$ cat src/rtl/lifetime_stats_pkg.sv
package lifetime_stats_pkg;
  localparam int NUM_CNT  = 8;
  localparam int NUM_BUMP = 6;
  // counter positions, equal to the loadSel codes
  localparam int IDX_DRD  = 0;
  localparam int IDX_DWR  = 1;
  localparam int IDX_RCMD = 2;
  localparam int IDX_WCMD = 3;
  localparam int IDX_BUSY = 4;
  localparam int IDX_PCYC = 5;
  localparam int IDX_POH  = 6;
  localparam int IDX_UNS  = 7;
  // single-step counters sit after the two data counters
  localparam int BUMP_BASE = 2;

  typedef struct packed {
    logic                rdData;
    logic                wrData;
    logic [NUM_BUMP-1:0] bump;   // bit i steps counter BUMP_BASE+i
  } strobes_t;
endpackage

$ cat src/rtl/lifetime_stats_ctrl.sv
module lifetime_stats_ctrl
  import lifetime_stats_pkg::*;
#(
  parameter int BLK_W        = 16,
  parameter int SHIFT_W      = 2,
  parameter int UNIT_W       = BLK_W + (1 << SHIFT_W) - 1,
  parameter int SEC_PER_MIN  = 60,
  parameter int SEC_PER_HOUR = 3600
) (
  input  logic              clk,
  input  logic              rstN,
  input  logic              rdDone,
  input  logic [BLK_W-1:0]  rdBlocks,
  input  logic              wrDone,
  input  logic              wrUncorr,
  input  logic [BLK_W-1:0]  wrBlocks,
  input  logic [SHIFT_W-1:0] blkShift,
  input  logic              cmdPending,
  input  logic              lowPower,
  input  logic              secTick,
  input  logic              powerUp,
  input  logic              shutdownNotify,
  output strobes_t          stb,
  output logic [UNIT_W-1:0] rdUnits,
  output logic [UNIT_W-1:0] wrUnits
);
  localparam int MIN_W = $clog2(SEC_PER_MIN);
  localparam int HR_W  = $clog2(SEC_PER_HOUR);

  logic [MIN_W-1:0] busySec;
  logic [HR_W-1:0]  onSec;
  logic             sessionOpen;
  logic             busyTick, onTick, minuteDone, hourDone;

  assign busyTick   = secTick && cmdPending;
  assign onTick     = secTick && !lowPower;
  assign minuteDone = busyTick && (busySec == MIN_W'(SEC_PER_MIN - 1));
  assign hourDone   = onTick && (onSec == HR_W'(SEC_PER_HOUR - 1));

  always_ff @(posedge clk or negedge rstN) begin
    if (!rstN) begin
      busySec     <= '0;
      onSec       <= '0;
      sessionOpen <= 1'b0;
    end else begin
      if (busyTick) busySec <= minuteDone ? '0 : busySec + 1'b1;
      if (onTick)   onSec   <= hourDone ? '0 : onSec + 1'b1;
      if (powerUp)             sessionOpen <= 1'b1;
      else if (shutdownNotify) sessionOpen <= 1'b0;
    end
  end

  assign rdUnits = UNIT_W'(rdBlocks) << blkShift;
  assign wrUnits = UNIT_W'(wrBlocks) << blkShift;

  always_comb begin
    stb.rdData = rdDone;
    stb.wrData = wrDone && !wrUncorr;
    stb.bump[IDX_RCMD-BUMP_BASE] = rdDone;
    stb.bump[IDX_WCMD-BUMP_BASE] = wrDone;
    stb.bump[IDX_BUSY-BUMP_BASE] = minuteDone;
    stb.bump[IDX_PCYC-BUMP_BASE] = powerUp;
    stb.bump[IDX_POH-BUMP_BASE]  = hourDone;
    stb.bump[IDX_UNS-BUMP_BASE]  = powerUp && sessionOpen;
  end
endmodule

$ cat src/rtl/lifetime_stats_dp.sv
module lifetime_stats_dp
  import lifetime_stats_pkg::*;
#(
  parameter int CNT_W     = 64,
  parameter int UNIT_W    = 19,
  parameter int SUB_LIMIT = 1000
) (
  input  logic                             clk,
  input  logic                             rstN,
  input  strobes_t                         stb,
  input  logic [UNIT_W-1:0]                rdUnits,
  input  logic [UNIT_W-1:0]                wrUnits,
  input  logic                             loadEn,
  input  logic [2:0]                       loadSel,
  input  logic [CNT_W-1:0]                 loadData,
  output logic [NUM_CNT-1:0][CNT_W-1:0]    vals
);
  localparam int SUB_W = $clog2(SUB_LIMIT);
  localparam int SUM_W = UNIT_W + 1;
  localparam logic [CNT_W-1:0] MAXV = '1;

  for (genvar d = 0; d < 2; d++) begin : g_data
    logic [CNT_W-1:0] base;
    logic [SUB_W-1:0] sub;
    logic [SUM_W-1:0] sum;
    logic [CNT_W:0]   wide;
    logic             add;
    logic [UNIT_W-1:0] units;
    logic             ld;

    assign add   = (d == 0) ? stb.rdData : stb.wrData;
    assign units = (d == 0) ? rdUnits : wrUnits;
    assign ld    = loadEn && (loadSel == 3'(d));

    always_comb begin
      sum  = SUM_W'(sub) + SUM_W'(units);
      wide = {1'b0, base} + (CNT_W+1)'(sum / SUB_LIMIT);
    end

    always_ff @(posedge clk or negedge rstN) begin
      if (!rstN) begin
        base <= '0;
        sub  <= '0;
      end else if (ld) begin
        base <= loadData;
        sub  <= '0;
      end else if (add) begin
        base <= wide[CNT_W] ? MAXV : wide[CNT_W-1:0];
        sub  <= SUB_W'(sum % SUB_LIMIT);
      end
    end

    assign vals[d] = (base == MAXV) ? MAXV : base + CNT_W'(sub != '0);
  end

  for (genvar b = 0; b < NUM_BUMP; b++) begin : g_step
    logic [CNT_W-1:0] cnt;
    logic             ld;
    assign ld = loadEn && (loadSel == 3'(b + BUMP_BASE));

    always_ff @(posedge clk or negedge rstN) begin
      if (!rstN)                          cnt <= '0;
      else if (ld)                        cnt <= loadData;
      else if (stb.bump[b] && cnt != MAXV) cnt <= cnt + 1'b1;
    end

    assign vals[b + BUMP_BASE] = cnt;
  end
endmodule

$ cat src/rtl/lifetime_stats.sv
module lifetime_stats
  import lifetime_stats_pkg::*;
#(
  parameter int CNT_W        = 64,
  parameter int BLK_W        = 16,
  parameter int SHIFT_W      = 2,
  parameter int SUB_LIMIT    = 1000,
  parameter int SEC_PER_MIN  = 60,
  parameter int SEC_PER_HOUR = 3600
) (
  input  logic               clk,
  input  logic               rstN,
  input  logic               rdDone,
  input  logic [BLK_W-1:0]   rdBlocks,
  input  logic               wrDone,
  input  logic               wrUncorr,
  input  logic [BLK_W-1:0]   wrBlocks,
  input  logic [SHIFT_W-1:0] blkShift,
  input  logic               cmdPending,
  input  logic               lowPower,
  input  logic               secTick,
  input  logic               powerUp,
  input  logic               shutdownNotify,
  input  logic               loadEn,
  input  logic [2:0]         loadSel,
  input  logic [CNT_W-1:0]   loadData,
  output logic [CNT_W-1:0]   dataUnitsRead,
  output logic [CNT_W-1:0]   dataUnitsWritten,
  output logic [CNT_W-1:0]   hostReadCmds,
  output logic [CNT_W-1:0]   hostWriteCmds,
  output logic [CNT_W-1:0]   busyMinutes,
  output logic [CNT_W-1:0]   powerCycles,
  output logic [CNT_W-1:0]   powerOnHours,
  output logic [CNT_W-1:0]   unsafeShutdowns
);
  localparam int UNIT_W = BLK_W + (1 << SHIFT_W) - 1;

  strobes_t                          stb;
  logic [UNIT_W-1:0]                 rdUnits, wrUnits;
  logic [NUM_CNT-1:0][CNT_W-1:0]     vals;

  lifetime_stats_ctrl #(
    .BLK_W(BLK_W), .SHIFT_W(SHIFT_W), .UNIT_W(UNIT_W),
    .SEC_PER_MIN(SEC_PER_MIN), .SEC_PER_HOUR(SEC_PER_HOUR)
  ) u_ctrl (
    .clk, .rstN, .rdDone, .rdBlocks, .wrDone, .wrUncorr, .wrBlocks,
    .blkShift, .cmdPending, .lowPower, .secTick, .powerUp, .shutdownNotify,
    .stb, .rdUnits, .wrUnits
  );

  lifetime_stats_dp #(
    .CNT_W(CNT_W), .UNIT_W(UNIT_W), .SUB_LIMIT(SUB_LIMIT)
  ) u_dp (
    .clk, .rstN, .stb, .rdUnits, .wrUnits, .loadEn, .loadSel, .loadData, .vals
  );

  assign dataUnitsRead    = vals[IDX_DRD];
  assign dataUnitsWritten = vals[IDX_DWR];
  assign hostReadCmds     = vals[IDX_RCMD];
  assign hostWriteCmds    = vals[IDX_WCMD];
  assign busyMinutes      = vals[IDX_BUSY];
  assign powerCycles      = vals[IDX_PCYC];
  assign powerOnHours     = vals[IDX_POH];
  assign unsafeShutdowns  = vals[IDX_UNS];
endmodule

$ cat config.mk
export PLATFORM = sky130hd
export DESIGN_NAME = lifetime_stats
export DESIGN_NICKNAME = d
export VERILOG_FILES = /design/src/rtl/lifetime_stats_pkg.sv /design/src/rtl/lifetime_stats_ctrl.sv /design/src/rtl/lifetime_stats_dp.sv /design/src/rtl/lifetime_stats.sv
export SDC_FILE = /design/constraint.sdc
export NUM_CORES = 2
export LEC_CHECK = 0
export BUFFER_PORTS_ARGS = -buffer_cell sky130_fd_sc_hd__buf_2
export CAP_MARGIN = 20
export CORE_UTILIZATION = 60
export CTS_BUF_LIST = sky130_fd_sc_hd__clkbuf_8
export DETAILED_ROUTE_END_ITERATION = 12
export PLACE_DENSITY = 0.85
export SYNTH_ARGS = -nofsm -noshare
export SYNTH_HDL_FRONTEND = slang
export SYNTH_SLANG_ARGS = --single-unit
$ cat constraint.sdc
create_clock -name clk -period 18.1 [get_ports clk]
set_input_delay 3.62 -clock clk [delete_from_list [all_inputs] [get_ports clk]]
set_output_delay 3.62 -clock clk [all_outputs]
set_load 0.02 [all_outputs]
==> parameters.txt <==
Parameter                              Value

Logic synthesis
  Top_reg_cell synth    dfrtp_1
  Number of register bits inferred by synthesis    551
  Number of instances in the synthesized netlist    5424
  Warnings, synthesis    0
  FFs w/ async S/R, synth    100%
  Avg Synthesized Cell Area    7.66 um^2
  Number of enable-type register cells in the synthesized netlist    0
  Seq/Total Area, Yosys    33.2%
  Number of different library cells in the post-synthesis netlist    124
  Total standard cell area after synthesis    41600 um^2

Place
  Number of cells in the design after placement    6713
  Placed wire-length estimate after detailed placement    121 mm
  Area of placed instances    45100 um^2
  Count of input and output buffers    623
  Gp weighted congestion    1.06

Route
  Routed wire length    170 mm
  Number of remaining DRC errors    0
  Violation count after the first detailed-routing iteration    6039
  WL per Instance    24.6 um
  Number of detailed-routing iterations run before antenna repair    7
  Routed Antenna Nets    0
  Via density per instance    6.48
  Vias after detailed routing    44718

Floorplanning
  Initial standard-cell utilization of the core    60.6%
  Top-level I/O count    624
  Core area    68600 um^2
  Die width    265 um
  Die Ht    265 um
  Die outline area    70300 um^2
  Row cnt    96

Clocking
  Latest clock arrival within the worst-skew pair    720 ps
  Root buf cell    clkbuf_8
  # clock sinks    551
  Register clock-pin slew on the reported worst setup and hold paths    60 ps
  Clk buf depth    3
  Max H-tree Level    3
  Hold buffer count at CTS    0
  Clock buffers created by TritonCTS    92
  CTS tree    yes

Power
  Internal power component    4.72 mW
  Switching part of the total power    52.3%
  Switching power of the nets    5.18 mW
  Leakage power figure    19.7 nW
  Peak supply drop    0.291 mV
  Total power divided by cell area    209 nW/um^2
  Power share of the sequential group    20.2%
  Logic gate share of total power    67.2%
  Fraction of power consumed by the clock network    12.6%

GRT
  Number of global-route vias before repair    41409
  Global-route wire length before repair    250 mm
  Grt total ovfl    0
  Initial antenna violation count    21
  GRT Overall Usage    46.7%
  Largest net degree at the start of global routing    168

Layout
  End-of-flow core utilization    69.2%
  Footprint of the multi-input gates    26300 um^2
  Fin cells    6901
  FF/Latch Area    13800 um^2
  Number of fill cells in the layout    5580
  Layout cell share with drive strength beyond 1    16.3%
  Area added between synthesis and finish    14.3%
  Total Nets Final    6057
  Design area    47500 um^2

Worst setup path
  Launching point of the worst reg2reg path    u_dp.g_data[1].sub[0]$_DFFE_PN0P_
  End of the critical path    u_dp.g_data[1].base[50]$_DFFE_PN0P_
  Arrival time of the worst setup path    17630 ps
  Setup crit end kind    register
  Slack of the worst reg-to-reg path    4190 ps
  Origin of the worst setup path    blkShift[0]
  Cell with the largest stage delay on the worst path    a311oi_4
  Worst flop-to-flop path endpoint    u_dp.g_data[1].base[50]$_DFFE_PN0P_
  Worst Path Required    18600 ps
  Critical path launch point type    primary input
  Maximum fanout along the worst path    35
  Largest incremental delay on the critical path    490 ps
  Cell count of the worst reg-to-reg path    53
  Most prevalent standard cell on the critical path    o21ai_0
  Critical setup path kind    primary input to register

Hold path
  Worst Hold Class    register to register

Timing
  Finish-stage setup viols    0
  Setup tns final    0 ps
  Maximum achievable frequency    58.4 MHz
  Hold WS    504 ps
  Transition at the pin with the smallest max-transition slack    1030 ps
  Slew HR    30.6%
  Crit path time final    17130 ps
  Setup Skew    49.0 ps
  Final worst-path cycle share    94.6%
  Number of endpoints with negative hold slack in the final report    0
  Pins over their slew limit    0

Outcome
  Outcome    completed

Flow run
  Max-Cap Viols    0
==> state kept, by name, indices dropped and copies added (netlist names) <==
| name | cells |
|---|---|
| u_ctrl.onSec | 12 |
| u_dp.g_data.base | 128 |
| u_ctrl.busySec | 6 |
| u_ctrl.sessionOpen | 1 |
| u_dp.g_step.cnt | 384 |
| u_dp.g_data.sub | 20 |
==> stage by stage <==
step | total power, mW | setup slack, ps
2_1_floorplan | 6.64 | 1010
3_3_place_gp | 8.34 | 790
3_5_place_dp | 8.40 | 171
4_1_cts | 9.67 | 864
5_1_grt | 10.5 | -58.3
6_report | 9.90 | 970
==> kinds of logic (layout without fill, tap and decap cells) <==
group / after synthesis / after routing / synth area share, %
muxes: 90 / 90 / 2.84
DFF: 551 / 551 / 33.2
xor gates and xnor gates: 586 / 586 / 12.5
AOI/OAI and AO/OA: 1292 / 1292 / 18.6
adders and majority gates: 66 / 66 / 2.01
and+or+nand+nor: 2419 / 2419 / 27.0
other: 1 / 13 / 0.00902
buffers and inverters: 419 / 953 / 3.91
==> area by class of cell <==
class                           count  area share, %
Sequential cell                   551           29.0
Clock inverter                     48          0.891
Clock buffer                      118           3.42
Antenna cell                       11         0.0580
Multi-Input combinational cell   4455           55.4
Timing Repair Buffer              691           7.97
Tap cell                          931           2.45
Inverter                           96          0.764
==> worst max-delay path: cells and delay by family <==
kind,cells,cell delay [ps]
AOI/OAI and AO/OA,24,6240
muxes,6,1550
buffers and inverters,5,800
xor gates and xnor gates,1,330
adders and majority gates,3,1030
and+or+nand+nor,15,4010
==> synthesized netlist by cell type (9+ instances only) <==
cell type / count / area (um^2)
nand2_1: 790 / 2970
nor2_1: 662 / 2480
dfrtp_1: 551 / 13800
a21oi_1: 491 / 2460
o21ai_0: 413 / 2070
xor2_1: 314 / 2750
nand3_1: 273 / 1370
xnor2_1: 268 / 2350
clkbuf_1: 228 / 856
and3_1: 151 / 945
nor3_1: 121 / 606
nand4_1: 111 / 694
inv_1: 88 / 330
buf_1: 79 / 297
ha_1: 54 / 676
mux2i_1: 51 / 510
o22ai_1: 51 / 319
and2_1: 48 / 300
nor4_1: 46 / 288
or3_1: 45 / 282
a21o_1: 43 / 323
nand2b_1: 41 / 257
nor2b_1: 30 / 188
a211oi_1: 27 / 203
a31oi_1: 26 / 163
and4_1: 23 / 201
o21a_1: 21 / 158
o211ai_1: 20 / 150
or2_2: 19 / 119
mux4_2: 18 / 405
mux2_2: 16 / 180
o21ai_1: 16 / 80.1
o31ai_1: 16 / 120
a311oi_1: 15 / 131
or4_1: 12 / 90.1
buf_2: 11 / 55.1
a211o_1: 9 / 78.8
==> how the worst min path moves through the flow <==
stage | end | slack [ps] | startpoint | cells after the start
global placement | u_ctrl.sessionOpen$_DFFE_PN0P_ | 460 | u_ctrl.sessionOpen$_DFFE_PN0P_ | 1
detailed placement | u_ctrl.sessionOpen$_DFFE_PN0P_ | 490 | u_ctrl.sessionOpen$_DFFE_PN0P_ | 1
CTS | u_ctrl.busySec[4]$_DFFE_PN0P_ | 500 | u_ctrl.busySec[4]$_DFFE_PN0P_ | 1
global route | u_ctrl.sessionOpen$_DFFE_PN0P_ | 510 | u_ctrl.sessionOpen$_DFFE_PN0P_ | 1
floorplan | u_ctrl.sessionOpen$_DFFE_PN0P_ | 450 | u_ctrl.sessionOpen$_DFFE_PN0P_ | 1
finish | u_ctrl.busySec[4]$_DFFE_PN0P_ | 500 | u_ctrl.busySec[4]$_DFFE_PN0P_ | 1
==> layout by cell type (no fill, tap or decap), drive strengths merged, types with 20 or more instances in the layout <==
cell / count
or2: 25
a31oi: 28
inv: 121
or3: 45
nor2b: 30
nand4: 113
nor4: 47
o211ai: 20
a21oi: 493
nor3: 122
clkbuf: 120
nand3: 275
ha: 54
o21a: 22
dfrtp: 551
xor2: 314
buf: 689
nor2: 665
a21o: 43
nand2b: 41
nand2: 790
and2: 51
a211oi: 32
o22ai: 51
o21ai: 432
and4: 24
mux2i: 53
and3: 152
xnor2: 272
==> per-layer routing <==
layer / wire, um / part of all wire (%) / global-route usage [%]
met1: 57700 / 34 / 53.8
met2: 72200 / 43 / 69.4
met3: 22900 / 13 / 16.8
met4: 16600 / 9.8 / 39.3
met5: 111 / 0.065 / 0
==> what timing repair did <==
action                                  CTS  global route
endpoints found under the setup margin    0            93
resized for setup                         0            17
setup buffers                             0             2
==> power by group through the flow <==
stage,Clock [mW],Sequential (mW),Combinational [mW]
after global routing,1.30,2.02,7.19
after CTS,1.25,1.97,6.46
after global placement,0,1.97,6.37
after detailed placement,0,1.98,6.42
after floorplan,0,2.09,4.54
final,1.25,2.00,6.65
Note: power is estimated with default switching activity, not from simulation.
